[config.mk]
export PLATFORM = sky130hd
export DESIGN_NAME = dma_err_capture
export DESIGN_NICKNAME = d
export VERILOG_FILES = /design/src/rtl/errcap_pkg.sv /design/src/rtl/errcap_chan_dec.sv /design/src/rtl/errcap_bitbank.sv /design/src/rtl/errcap_summary.sv /design/src/rtl/dma_err_capture.sv
export SDC_FILE = /design/constraint.sdc
export NUM_CORES = 1
export LEC_CHECK = 0
export CORE_ASPECT_RATIO = 0.7
export CORE_MARGIN = 5
export CORE_UTILIZATION = 41
export CTS_CLUSTER_SIZE = 10
export DETAILED_ROUTE_END_ITERATION = 10
export PLACE_DENSITY = 0.76
export SLEW_MARGIN = 40
export SYNTH_ARGS = -nofsm -noshare
export SYNTH_HDL_FRONTEND = slang
export SYNTH_SLANG_ARGS = --single-unit
[constraint.sdc]
create_clock -name clk_i -period 3.75 [get_ports clk_i]
set_input_delay 0.75 -clock clk_i [delete_from_list [all_inputs] [get_ports clk_i]]
set_output_delay 0.75 -clock clk_i [all_outputs]
set_load 0.005 [all_outputs]
[src/rtl/errcap_pkg.sv]
`timescale 1ns/1ps
package errcap_pkg;
  localparam int unsigned SUM_W      = 32;
  localparam int unsigned CHF_W      = 6;
  localparam int unsigned TYPE_W     = 16;
  localparam int unsigned WORD_W     = 32;
  localparam int unsigned MAX_CH     = 64;
  // type bits kept in the summary word; 13:8 are taken by the channel field
  localparam logic [TYPE_W-1:0] TYPE_KEEP = 16'hC0FF;
endpackage

[src/rtl/errcap_chan_dec.sv]
`timescale 1ns/1ps
module errcap_chan_dec #(
  parameter int unsigned N = 64
) (
  input  logic                           en_i,
  input  logic [errcap_pkg::CHF_W-1:0]   ch_i,
  output logic [N-1:0]                   hit_o
);
  for (genvar i = 0; i < N; i++) begin : g_hit
    assign hit_o[i] = en_i && (ch_i == errcap_pkg::CHF_W'(i));
  end
endmodule

[src/rtl/errcap_bitbank.sv]
`timescale 1ns/1ps
module errcap_bitbank #(
  parameter int unsigned N        = 64,
  parameter bit          SET_WINS = 1'b1
) (
  input  logic         clk_i,
  input  logic         rst_ni,
  input  logic [N-1:0] set_i,
  input  logic [N-1:0] clr_i,
  output logic [N-1:0] q_o
);
  logic [N-1:0] d;

  if (SET_WINS) begin : g_set_wins
    assign d = (q_o & ~clr_i) | set_i;
  end else begin : g_clr_wins
    assign d = (q_o | set_i) & ~clr_i;
  end

  always_ff @(posedge clk_i or negedge rst_ni) begin
    if (!rst_ni) q_o <= '0;
    else         q_o <= d;
  end
endmodule

[src/rtl/errcap_summary.sv]
`timescale 1ns/1ps
module errcap_summary
  import errcap_pkg::*;
#(
  parameter int unsigned N = 64
) (
  input  logic              clk_i,
  input  logic              rst_ni,
  input  logic [N-1:0]      ev_hit_i,
  input  logic [CHF_W-1:0]  ev_ch_i,
  input  logic [TYPE_W-1:0] ev_type_i,
  input  logic [N-1:0]      flags_q_i,
  input  logic [N-1:0]      clr_i,
  output logic [SUM_W-1:0]  sum_o
);
  logic              capture;
  logic [CHF_W-1:0]  ch_q;
  logic [TYPE_W-1:0] type_q;

  // capture only if nothing stays flagged once this cycle's clear lands
  assign capture = (|ev_hit_i) && ((flags_q_i & ~clr_i) == '0);

  always_ff @(posedge clk_i or negedge rst_ni) begin
    if (!rst_ni) begin
      ch_q   <= '0;
      type_q <= '0;
    end else if (capture) begin
      ch_q   <= ev_ch_i;
      type_q <= ev_type_i & TYPE_KEEP;
    end
  end

  assign sum_o = {|flags_q_i, 15'b0, type_q[15:14], ch_q, type_q[7:0]};
endmodule

[src/rtl/dma_err_capture.sv]
`timescale 1ns/1ps
module dma_err_capture
  import errcap_pkg::*;
#(
  parameter int unsigned NUM_CH = 64
) (
  input  logic              clk_i,
  input  logic              rst_ni,
  input  logic              err_valid_i,
  input  logic [5:0]        err_ch_i,
  input  logic [15:0]       err_type_i,
  input  logic [7:0]        sw_wdata_i,
  input  logic              clr_err_we_i,
  input  logic              set_en_we_i,
  input  logic              clr_en_we_i,
  output logic [31:0]       summary_o,
  output logic [31:0]       err_hi_o,
  output logic [31:0]       err_lo_o,
  output logic [31:0]       en_hi_o,
  output logic [31:0]       en_lo_o,
  output logic              irq_o
);
  logic [CHF_W-1:0]  wr_ch;
  logic [1:0]        unused_wr_hi;
  logic [NUM_CH-1:0] ev_hit, clr_err_hit, set_en_hit, clr_en_hit;
  logic [NUM_CH-1:0] flags_q, en_q;
  logic [MAX_CH-1:0] flags_w, en_w;

  assign wr_ch        = sw_wdata_i[CHF_W-1:0];
  assign unused_wr_hi = sw_wdata_i[7:6];

  errcap_chan_dec #(.N(NUM_CH)) u_dec_ev (
    .en_i(err_valid_i), .ch_i(err_ch_i), .hit_o(ev_hit));
  errcap_chan_dec #(.N(NUM_CH)) u_dec_clr_err (
    .en_i(clr_err_we_i), .ch_i(wr_ch), .hit_o(clr_err_hit));
  errcap_chan_dec #(.N(NUM_CH)) u_dec_set_en (
    .en_i(set_en_we_i), .ch_i(wr_ch), .hit_o(set_en_hit));
  errcap_chan_dec #(.N(NUM_CH)) u_dec_clr_en (
    .en_i(clr_en_we_i), .ch_i(wr_ch), .hit_o(clr_en_hit));

  // a new error outranks a clear; a disable outranks an enable
  errcap_bitbank #(.N(NUM_CH), .SET_WINS(1'b1)) u_flags (
    .clk_i, .rst_ni, .set_i(ev_hit), .clr_i(clr_err_hit), .q_o(flags_q));
  errcap_bitbank #(.N(NUM_CH), .SET_WINS(1'b0)) u_enables (
    .clk_i, .rst_ni, .set_i(set_en_hit), .clr_i(clr_en_hit), .q_o(en_q));

  errcap_summary #(.N(NUM_CH)) u_summary (
    .clk_i, .rst_ni,
    .ev_hit_i(ev_hit), .ev_ch_i(err_ch_i), .ev_type_i(err_type_i),
    .flags_q_i(flags_q), .clr_i(clr_err_hit), .sum_o(summary_o));

  always_comb begin
    flags_w = '0;
    en_w    = '0;
    flags_w[NUM_CH-1:0] = flags_q;
    en_w[NUM_CH-1:0]    = en_q;
  end

  assign err_hi_o = flags_w[2*WORD_W-1:WORD_W];
  assign err_lo_o = flags_w[WORD_W-1:0];
  assign en_hi_o  = en_w[2*WORD_W-1:WORD_W];
  assign en_lo_o  = en_w[WORD_W-1:0];
  assign irq_o    = |(flags_q & en_q);
endmodule

==> results of run 1 <==
-- flip-flops by register name (all words and copies together) (netlist names) --
signal / cells
u_enables.q_o: 64
u_flags.q_o: 64
u_summary.type_q: 10
u_summary.ch_q: 6
-- where the power goes --
part | switching (mW) | internal (mW) | leakage [nW]
clock network | 0.691 | 1.02 | 0.287
registers | 0.469 | 1.87 | 1.84
logic | 0.785 | 0.987 | 2.18
-- kinds of logic (layout without fill, tap and decap cells) --
family | count (synthesis) | after routing
AO/OA/AOI/OAI | 340 | 340
buffers and inverters | 71 | 300
flip-flops | 144 | 144
multiplexers | 25 | 25
other | 1 | 15
AND/OR/NAND/NOR | 163 | 163
-- metal layers --
metal | global-route usage (%) | up-vias | part of all wire [%]
met4 | 9.68 | 0 | 2.7
met3 | 13.0 | 74 | 15
met5 | 0.512 | - | 0
li1 | - | 3249 | -
met2 | 43.4 | 640 | 41
met1 | 45.5 | 3756 | 41
-- worst max-delay path: stages (launching register included) --
cell             delay [ns]
dfrtp_1                0.52
a22o_1                 0.32
a221oi_1               0.42
nand4_1                0.20
or4_1                  0.52
clkdlybuf4s50_1        0.46
-- what timing repair did --
item                                    CTS  global route
gates resized for setup                   0            18
endpoints found under the setup margin    0            17
buffers inserted                          0             1
hold buffers                              0             0
-- worst paths after layout --
kind	to	from	slack, ns	cells past startpoint
max in group asynchronous	u_flags.q_o[31]	rst_ni	2.62	2
min reg2reg	u_summary.type_q[15]	u_summary.type_q[15]	0.49	1
max reg2reg	u_summary.ch_q[4]	u_flags.q_o[41]	0.39	8
min in group clk_i	u_summary.type_q[15]	u_summary.type_q[15]	0.49	1
max	irq_o	u_flags.q_o[41]	0.12	5
min	u_summary.type_q[2]	rst_ni	0.36	1
-- final cells by class --
class / count / share of cell area, %
clock buffer: 20 / 4.42
sequential: 144 / 34.8
inverter: 2 / 0.0726
clock inverter: 11 / 1.26
timing repair buffer: 267 / 24.5
multi-input combinational: 543 / 32.1
tap: 231 / 2.79
-- Yosys cell counts, drive strengths merged, types with 6 or more instances --
cell / number
dfrtp: 144
clkbuf: 35
a22o: 16
o32ai: 8
a31oi: 7
a21oi: 144
nand2: 19
nor2: 29
or4: 7
mux2: 18
a221oi: 16
and2: 6
nor3: 14
nand2b: 10
nor2b: 6
buf: 34
nand4: 11
o21ai: 131
nand3: 15
mux2i: 7
o22ai: 8
nor4: 13
-- stage by stage --
stage               setup WS (ns)  area, sq um  total power [mW]
finish                      0.118        10300              5.82
global route               0.0848        10300              6.03
CTS                      0.000612        10200              5.77
detailed placement         -0.451         9640              4.07
global placement           -0.428         9640              4.05
floorplan                  0.0870         7230              2.79
==> metrics.md, run 1 <==
| Metric | Value |
|---|---|
| Outcome | finished, final reports clean |
| Diodes inserted | 0 |
| Unique masters post-synth | 55 |
| Avg Cell Area, Syn | approximately 9.6 sq um |
| Drt total wl | 33.1 mm |
| Multi-input logic area | 3320 sq um |
| Register area | approximately 3600 sq um |
| Data required, critical path | 3.00 ns |
| Post-DP HPWL | approximately 25 mm |
| Final min period | 3.63 ns |
| Via density | 6.34 |
| Seq/Total Area, Yosys | between 50 and 60% |
| Gr usage total | a little under a third |
| Simple logic cell fraction of the synthesized area | 13.9% |
| Final Util | around three fifths |
| Largest net degree at the start of global routing | between 80 and 90 |
| Die W | 168 microns |
| DR vias | 7719 |
| Post-Synthesis Cells | 744 |
| Clock Latency Late Sink | 0.43 ns |
| Post-synth top area cell | dfrtp_1 |
| Post-Synth XOR/XNOR Area | 0% |
| TritonCTS clock tree | built |
| CP arrival | 2.88 ns |
| Inst Count DP | 1185 |
| Hold WS | about 0.36 ns |
| Max-capacitance violation count | 0 |
| Area growth syn-to-layout | 44.1% |
| Initial antenna violation count | 0 |
| Worst Setup Path Type | reg -> out |
| Post-Synthesis Cell Area | around 7200 sq um |
| Vias in the first global route | 7374 |
| Full die area | 20300 sq um |
| Worst Skew | 0.00876 ns |
| #FFs+latches synth | between 100 and 150 |
| Slew at the pin with the worst max-slew slack | slightly above 0.8 ns |
| Max-slew violation count | 0 |
| Crit path capture type | output port |
| Final Hold Viols | 0 |
| Main synth FF type | dfrtp_1 |
| Number of flops mapped to enable cells by yosys | 0 |
| Commonest non-fill, non-tap cell in the layout | clkdlybuf4s50_1 |
| CTS H-tree lvls | 4 |
| Die Span Y | approximately 120 microns |
| Max clock buf depth | 2 |
| Top post-synthesis cells by area | dfrtp_1 50%, a21oi_1 10%, o21ai_0 9.1%, mux2_4 2.1%, a221oi_1 2.0% |
| First-pass GRT wire length | 48.1 mm |
| Crit path launch type | flop |
| Drc violations | 0 |
| Ys Warns | 0 |
| Slew HR | 44.9% |
| Initial Utilization | a little over two fifths |
| TritonCTS Sinks | 144 |
| Antenna-violating nets left | 0 |
| # nets final | 1011 |
| Drt wl/cell | 27.2 microns |
| Yosys top cell area share | 50.2% |
| Complex-gate fraction of the synthesized area | 26.7% |
| CTS root buffer | clkbuf_16 |
| Core footprint | 17200 sq um |
| Maximum clock rate | 0.275 GHz |
| Share of layout cells above drive strength 1 | 15.0% |
| Pwr dens | 563 nW/um^2 |
| Unrepaired setup endpoints after global routing | false |
| TritonRoute pass-1 iters | 8 |
| HP Class | in -> async |
| Most frequent cells in the layout | 168 x clkdlybuf4s50_1, 144 x a21oi_1, 144 x dfrtp_1, 130 x o21ai_0, 87 x buf_4 |
| First DRT Iteration DRCs | roughly 1300 |
| Leak pwr | 4.31 nW |
| Multiplexer share of the synthesized area | between 4 and 5% |
| Final Cycle Share | 96.9% |
| Async S/R FF share, synth | 100% |
| Fin cells | 1218 |
| # port buffers | 173 |
| Gp weighted congestion | ~1.0 |
| Main combinational cell family by area after synthesis | compound AO/OA/AOI/OAI gates |
| Final setup vio count | 0 |
| Num rows | 40 |
| VDD IR max | ~0.00031 V |
| Total CTS buffers | 17 |
| Post-Synth Adder-Cell Area | 0% |
| Overflow after GRT | 0 |
| I/O Pins | a little under 200 |
| Clock transition at path regs | 0.06 ns |
| TNS Setup | 0 ns |
| Fill cells | 1443 |
| Worst-path maximum fanout | 6 |
Note: power is estimated with default switching activity, not from simulation.
==> run 2: changes to the inputs <==
CAP_MARGIN = 0   (was default)
==> results of run 2 <==
The final DEF is identical to that of run 1; final timing and power are the same.
